`config.mk`:
```
export PLATFORM = sky130hd
export DESIGN_NAME = irq_chain_requester
export DESIGN_NICKNAME = d
export VERILOG_FILES = /design/src/rtl/irq_chain_pkg.sv /design/src/rtl/irq_req_flag.sv /design/src/rtl/irq_ack_fsm.sv /design/src/rtl/irq_vec_fmt.sv /design/src/rtl/irq_chain_requester.sv
export SDC_FILE = /design/constraint.sdc
export NUM_CORES = 1
export LEC_CHECK = 0
export BUFFER_PORTS_ARGS = -buffer_cell sky130_fd_sc_hd__buf_2
export CORE_AREA = 2 2 39 41
export DETAILED_ROUTE_END_ITERATION = 12
export DIE_AREA = 0 0 41 43
export PLACE_DENSITY = 0.71
export SYNTH_ARGS = -nofsm -noshare
export SYNTH_HDL_FRONTEND = slang
export SYNTH_SLANG_ARGS = --single-unit
```
`constraint.sdc`:
```
create_clock -name clk -period 2.7 [get_ports clk]
set_input_delay 0.54 -clock clk [delete_from_list [all_inputs] [get_ports clk]]
set_output_delay 0.54 -clock clk [all_outputs]
set_load 0.02 [all_outputs]
```
`src/rtl/irq_chain_pkg.sv`:
```
package irq_chain_pkg;
    typedef enum logic [1:0] {
        S_IDLE  = 2'd0,
        S_PASS  = 2'd1,
        S_SERVE = 2'd2
    } ack_state_t;
endpackage

```
`src/rtl/irq_req_flag.sv`:
```
module irq_req_flag (
    input  logic clk,
    input  logic rst_n,
    input  logic init,
    input  logic ready,
    input  logic int_en,
    input  logic take,
    output logic irq
);
    logic ready_q;
    logic pend_q;
    logic ready_rise;

    assign ready_rise = ready && !ready_q;
    assign irq        = int_en && pend_q && ready;

    always_ff @(posedge clk or negedge rst_n) begin
        if (!rst_n) begin
            ready_q <= 1'b0;
            pend_q  <= 1'b0;
        end else begin
            ready_q <= ready;
            if (init || take)
                pend_q <= 1'b0;
            else if (ready_rise)
                pend_q <= 1'b1;
        end
    end

    // request implies both qualifiers present
    p_irq_gated_r1: assert property (@(posedge clk) disable iff (!rst_n)
        irq |-> (ready && int_en));
    // init leaves no request behind
    p_init_clears_irq_r8: assert property (@(posedge clk) disable iff (!rst_n)
        init |=> !irq);
endmodule

```
`src/rtl/irq_ack_fsm.sv`:
```
module irq_ack_fsm
    import irq_chain_pkg::*;
(
    input  logic clk,
    input  logic rst_n,
    input  logic init,
    input  logic ack_in,
    input  logic din,
    input  logic irq,
    output logic take,
    output logic ack_out,
    output logic vec_oe,
    output logic reply
);
    ack_state_t state_q, state_d;

    always_comb begin
        state_d = state_q;
        if (init) begin
            state_d = S_IDLE;
        end else begin
            unique case (state_q)
                S_IDLE:  if (ack_in) state_d = irq ? S_SERVE : S_PASS;
                S_PASS:  if (!ack_in) state_d = S_IDLE;
                S_SERVE: if (!ack_in && !din) state_d = S_IDLE;
                default: state_d = S_IDLE;
            endcase
        end
    end

    always_ff @(posedge clk or negedge rst_n) begin
        if (!rst_n) state_q <= S_IDLE;
        else        state_q <= state_d;
    end

    always_comb begin
        take    = 1'b0;
        ack_out = 1'b0;
        vec_oe  = 1'b0;
        reply   = 1'b0;
        unique case (state_q)
            S_IDLE:  take    = ack_in && irq && !init;
            S_PASS:  ack_out = ack_in;
            S_SERVE: begin
                vec_oe = 1'b1;
                reply  = din;
            end
            default: ;
        endcase
    end

    // never forward and serve at once
    p_excl_r4: assert property (@(posedge clk) disable iff (!rst_n)
        !(ack_out && vec_oe));
    // release once both processor strobes are gone
    p_release_r5: assert property (@(posedge clk) disable iff (!rst_n)
        (vec_oe && !ack_in && !din) |=> !vec_oe);
    // a held acknowledge being forwarded never turns into a serve
    p_no_split_r7: assert property (@(posedge clk) disable iff (!rst_n)
        (ack_out && ack_in) |=> !vec_oe);
    // init ends any reply
    p_init_r8: assert property (@(posedge clk) disable iff (!rst_n)
        init |=> (!vec_oe && !reply));
endmodule

```
`src/rtl/irq_vec_fmt.sv`:
```
module irq_vec_fmt #(
    parameter int VEC_W = 16,
    parameter int SEL_W = 7
) (
    input  logic [SEL_W-1:0] vec_sel,
    input  logic             vec_oe,
    output logic [VEC_W-1:0] vec_data
);
    localparam int PAD_W = VEC_W - SEL_W - 2;
    logic [VEC_W-1:0] vec_full;

    generate
        if (PAD_W > 0) begin : g_pad
            assign vec_full = {{PAD_W{1'b0}}, vec_sel, 2'b00};
        end else begin : g_nopad
            assign vec_full = {vec_sel[VEC_W-3:0], 2'b00};
        end
    endgenerate

    assign vec_data = vec_oe ? vec_full : '0;
endmodule

```
`src/rtl/irq_chain_requester.sv`:
```
module irq_chain_requester #(
    parameter int VEC_W = 16,
    parameter int SEL_W = 7
) (
    input  logic             clk,
    input  logic             rst_n,
    input  logic             init,
    input  logic             ready,
    input  logic             int_en,
    input  logic             ack_in,
    input  logic             din,
    input  logic [SEL_W-1:0] vec_sel,
    output logic             irq,
    output logic             ack_out,
    output logic             vec_oe,
    output logic [VEC_W-1:0] vec_data,
    output logic             reply
);
    logic take;

    irq_req_flag u_flag (
        .clk(clk), .rst_n(rst_n), .init(init), .ready(ready),
        .int_en(int_en), .take(take), .irq(irq)
    );

    irq_ack_fsm u_fsm (
        .clk(clk), .rst_n(rst_n), .init(init), .ack_in(ack_in), .din(din),
        .irq(irq), .take(take), .ack_out(ack_out), .vec_oe(vec_oe),
        .reply(reply)
    );

    irq_vec_fmt #(.VEC_W(VEC_W), .SEL_W(SEL_W)) u_fmt (
        .vec_sel(vec_sel), .vec_oe(vec_oe), .vec_data(vec_data)
    );

    // entering service drops the request
    p_take_drops_r3: assert property (@(posedge clk) disable iff (!rst_n)
        $rose(vec_oe) |-> !irq);
    // low vector bits never driven high
    p_vec_low_r6: assert property (@(posedge clk) disable iff (!rst_n)
        vec_oe |-> (vec_data[1:0] == 2'b00));
endmodule

```
Word-level counts from Yosys, hierarchy flattened
Cells that the tools add are included.

Reduce and logical (&&, ||, !) cells: 14. Mux-type cells: 13. Equality and inequality tests: 5.

Operators with widths (count): 2-to-1 mux 2 bit (5); 2-to-1 mux 9 bit (1); logical AND 1 bit (6); 2-to-1 mux 1 bit (6); inequality test 3 bit, second input constant (2); one-hot mux 2 bit (3 select lines) (1); logical NOT 1 bit (4); inequality test 3 x 2 -> 1 bit, second input constant (1); AND reduction 3 bit (1); equality test 2 x 1 -> 1 bit, second input constant (1); equality test 2 bit, second input constant (1); logical NOT 2 bit (1); nonzero test 2 bit (1); logical OR 1 bit (1).

Register bits after elaboration: 4. Input port bits: 14. Output and inout port bits: 20. Logic and storage cells: 35.

Longest topological paths before layout
Word-level depth: 7. Mapped depth: 3. Mapped depth without buffers: 2.

By module
From an unflattened synthesis, not the netlist that was laid out.

Cells, all modules: 35. Area total of the unflattened synthesis: 324.1 sq um.

Modules (own cells, without submodules): irq_ack_fsm (seq. area each 50.0 sq um, cells an instance 12, instances 1, area an instance 126.4 sq um); irq_vec_fmt (seq. area each 0.0 sq um, cells an instance 17, instances 1, area an instance 115.1 sq um); irq_req_flag (seq. area each 50.0 sq um, cells an instance 6, instances 1, area an instance 82.6 sq um).

Worst setup path after synthesis
OpenSTA, ideal clock, no wires.

Path kind: input to output. Start: input ack_in. End: output ack_out. Cell stages on the path: 2. Slack: 1233 ps. Arrival time: 927 ps. Data required time: 2160 ps. Path buffers: 0. Cells stage by stage: and2b_1 -> and2_2.

Cells in the longest elaborated chain, start to end: 1.

RTL lines: start: declaration (RTL line irq_chain_requester.sv:10) `input logic ack_in,`; 2-to-1 mux 1 bit (RTL line irq_ack_fsm.sv:41) `unique case (state_q)`; end: declaration (RTL line irq_chain_requester.sv:14) `output logic ack_out,`.

Every way passes these cells.

Final worst setup path
Start: register u_fsm.state_q[0]. End: output vec_data[8].

Cells in the longest elaborated chain, start to end: 3.

RTL lines: start: declaration (RTL line irq_ack_fsm.sv:15) `ack_state_t state_q, state_d;`; start signal: assignment (RTL line irq_ack_fsm.sv:33) `else state_q <= state_d;`; equality test 2 bit (RTL line irq_ack_fsm.sv:41); 2-to-1 mux 1 bit (RTL line irq_ack_fsm.sv:41); 2-to-1 mux 9 bit (RTL line irq_vec_fmt.sv:20) `assign vec_data = vec_oe ? vec_full : '0;`; end: declaration (RTL line irq_chain_requester.sv:16) `output logic [VEC_W-1:0] vec_data,`.

Every way passes these cells.

==> flow_summary.ini <==
[run_status]
status = finished, final reports clean

[sta]
layout_worst_path_cycle_share_pct = 68.4
finalSetupViolCount = 0
fin_crit_ns = 1.85
max_freq_mhz = 542
layout_setup_ws_ns = 0.854
skew_ns = 0.00158
tns_ns = 0
rsz0062_at_grt = false
hold_viol = 0
slew_violations = 0

[synth]
yosys_warnings = 0
ys_async_sr_fraction_pct = 100
ys_seq_area_share_pct = 31.7
synth.cell_area_um2 = 315
synth-edff-count = 0
synth_cells = 35
synth.most_common_cell = buf_4
yosys.area.top_type_share_pct = 31.7
synth_area_leader_cell = dfrtp_1
synth_ff_type = dfrtp_1
yosys-top-cells-area = dfrtp_1, buf_4, and2_1
ys_seq_elements = 4
syn_area_per_cell_um2 = 9.01
synth.top_cells.by_count = buf_4, and2_1, dfrtp_1
ys_types = 17

[power]
p_sw_mw = 0.0448
vdd_drop_max_v = 0.000130
internal-power_mw = 0.125
finalPower_mw = 0.170
combPwrFrac_pct = 19.7
p_seq_share_pct = 38.4
clkPwrFrac_pct = 41.9
switching_share_pct = 26.5
p_leak_nw = 0.266
cellPowerDensity_nw_per_um2 = 389

[route]
drtIter0Drc = 2
drc = 0
first_pass_iters = 4
wl_per_cell_um = 7.92
wl_um = 602
viasPerCell = 3.71
num_vias = 282
ant_nets = 0

[global_route]
grt_pass1_vias = 247
antenna_found_initial = 0
grt_max_degree = 10
grt_pass1_wl_um = 862
track_usage_pct = 7.76
gr-total-overflow = 0

[job]
maxCapViolCount = 0

[setup_path]
required_ns = 2.16
end_kind = primary output
critPathKind = register to primary output
start_kind = register
cp_max_fo = 9
worstPathArrival_ns = 1.31

[clock_tree]
clk_pin_slew_ns = 0.04
cts_buffers = 3
cts_resized = 0
cts.sinks = 4
tritoncts = done
clockBufferDepth = 2
clock_latency_ns = 0.23
htreeDepth = 1
postCtsHoldBufs = 0
clock-root-buffer = clkbuf_4
postCtsSetupBuffers = 0

[place]
port_buffers = 24
gp_congestion = 0.590
place_worst_setup_slack_ns = 1.00
dp_hpwl_um = 535
dp.cells = 73

[floorplanning]
start_util_pct = 22.8
io-pin-count = 34
die_height_um = 43
dieArea_um2 = 1760
die_w_um = 41
core_area_um2 = 1380
rows = 14

[cells_and_area]
layout-drive-gt1-share_pct = 48.3
areaGrowthSynthToFinish_pct = 38.1
layout.nets = 76
final_util_pct = 31.5
fin_cells = 76
fillers = 154
num_antenna_cells = 0

[min_path]
hold_path.class = primary input to async pin
[cell usage in the layout, fill, tap and decap left out, drive strengths merged]
cell type  netlist  layout
buf             10      24
conb             1       9
and2             9       9
dfrtp            4       4
clkbuf           0       3
nor2b            1       1
and3             1       1
and2b            1       1
and4b            1       1
or2b             1       1
inv              1       1
a221oi           1       1
nor3b            1       1
a31oi            1       1
a21oi            1       1
nor4             1       1
[worst paths after layout]
kind,startpoint,to,slack [ns],cells after the start
setup / recovery,u_fsm.state_q[0],vec_data[8],0.85,3
hold / removal,rst_n,u_fsm.state_q[0],0.11,1
setup reg to reg,u_flag.pend_q,u_flag.pend_q,1.72,2
hold reg to reg,u_fsm.state_q[0],u_fsm.state_q[1],0.49,1
max in group asynchronous,rst_n,u_flag.pend_q,2.48,1
min in group clk,ready,u_flag.ready_q,0.47,1
[sequential cells by signal (all words and copies together) (netlist names)]
register,cells
u_flag.ready_q,1
u_flag.pend_q,1
u_fsm.state_q,2
[worst max-delay path: stages, from the launching register on]
cell	delay, ns
dfrtp_1	0.40
nor2b_1	0.34
and2_1	0.18
buf_2	0.15
[layout make-up]
class | count | area (um^2) | area share, %
clock buffer | 3 | 22.5 | 5.17
tap | 16 | 20.0 | 4.60
sequential | 4 | 100 | 23.0
inverter | 1 | 3.75 | 0.862
timing repair buffer | 24 | 120 | 27.6
multi-input combinational | 28 | 169 | 38.8
[stage by stage]
| step | instance area, um^2 | hold WS (ns) |
|---|---|---|
| finish | 435 | 0.106 |
| global route | 435 | 0.108 |
| CTS | 435 | 0.0977 |
| detailed placement | 413 | 0.347 |
| global placement | 413 | 0.346 |
| floorplan | 345 | 0.244 |
[routing by layer]
metal | vias to the layer above | GRT usage [%] | wire, um
met2 | 11 | 12.5 | 350
met3 | 0 | 3.14 | 52
li1 | 146 | - | -
met1 | 125 | 6.19 | 199
met4 | 0 | 8.00 | 0
met5 | - | 0 | 0
[power groups by stage]
stage	clock network (mW)	logic, mW	registers, mW
floorplan	0	0.0303	0.0652
global placement	0	0.0333	0.0656
detailed placement	0	0.0338	0.0659
CTS	0.0761	0.0337	0.0651
global route	0.0774	0.0373	0.0654
finish	0.0710	0.0335	0.0651
[logic make-up (layout without fill, tap and decap cells)]
kind of cell,after synthesis,in the layout,share of synthesized area [%]
flip-flops,4,4,31.7
buffers and inverters,11,28,24.2
AND/OR/NAND/NOR,16,16,34.5
other,1,9,1.19
AO/OA/AOI/OAI,3,3,8.33
Note: power is estimated with default switching activity, not from simulation.
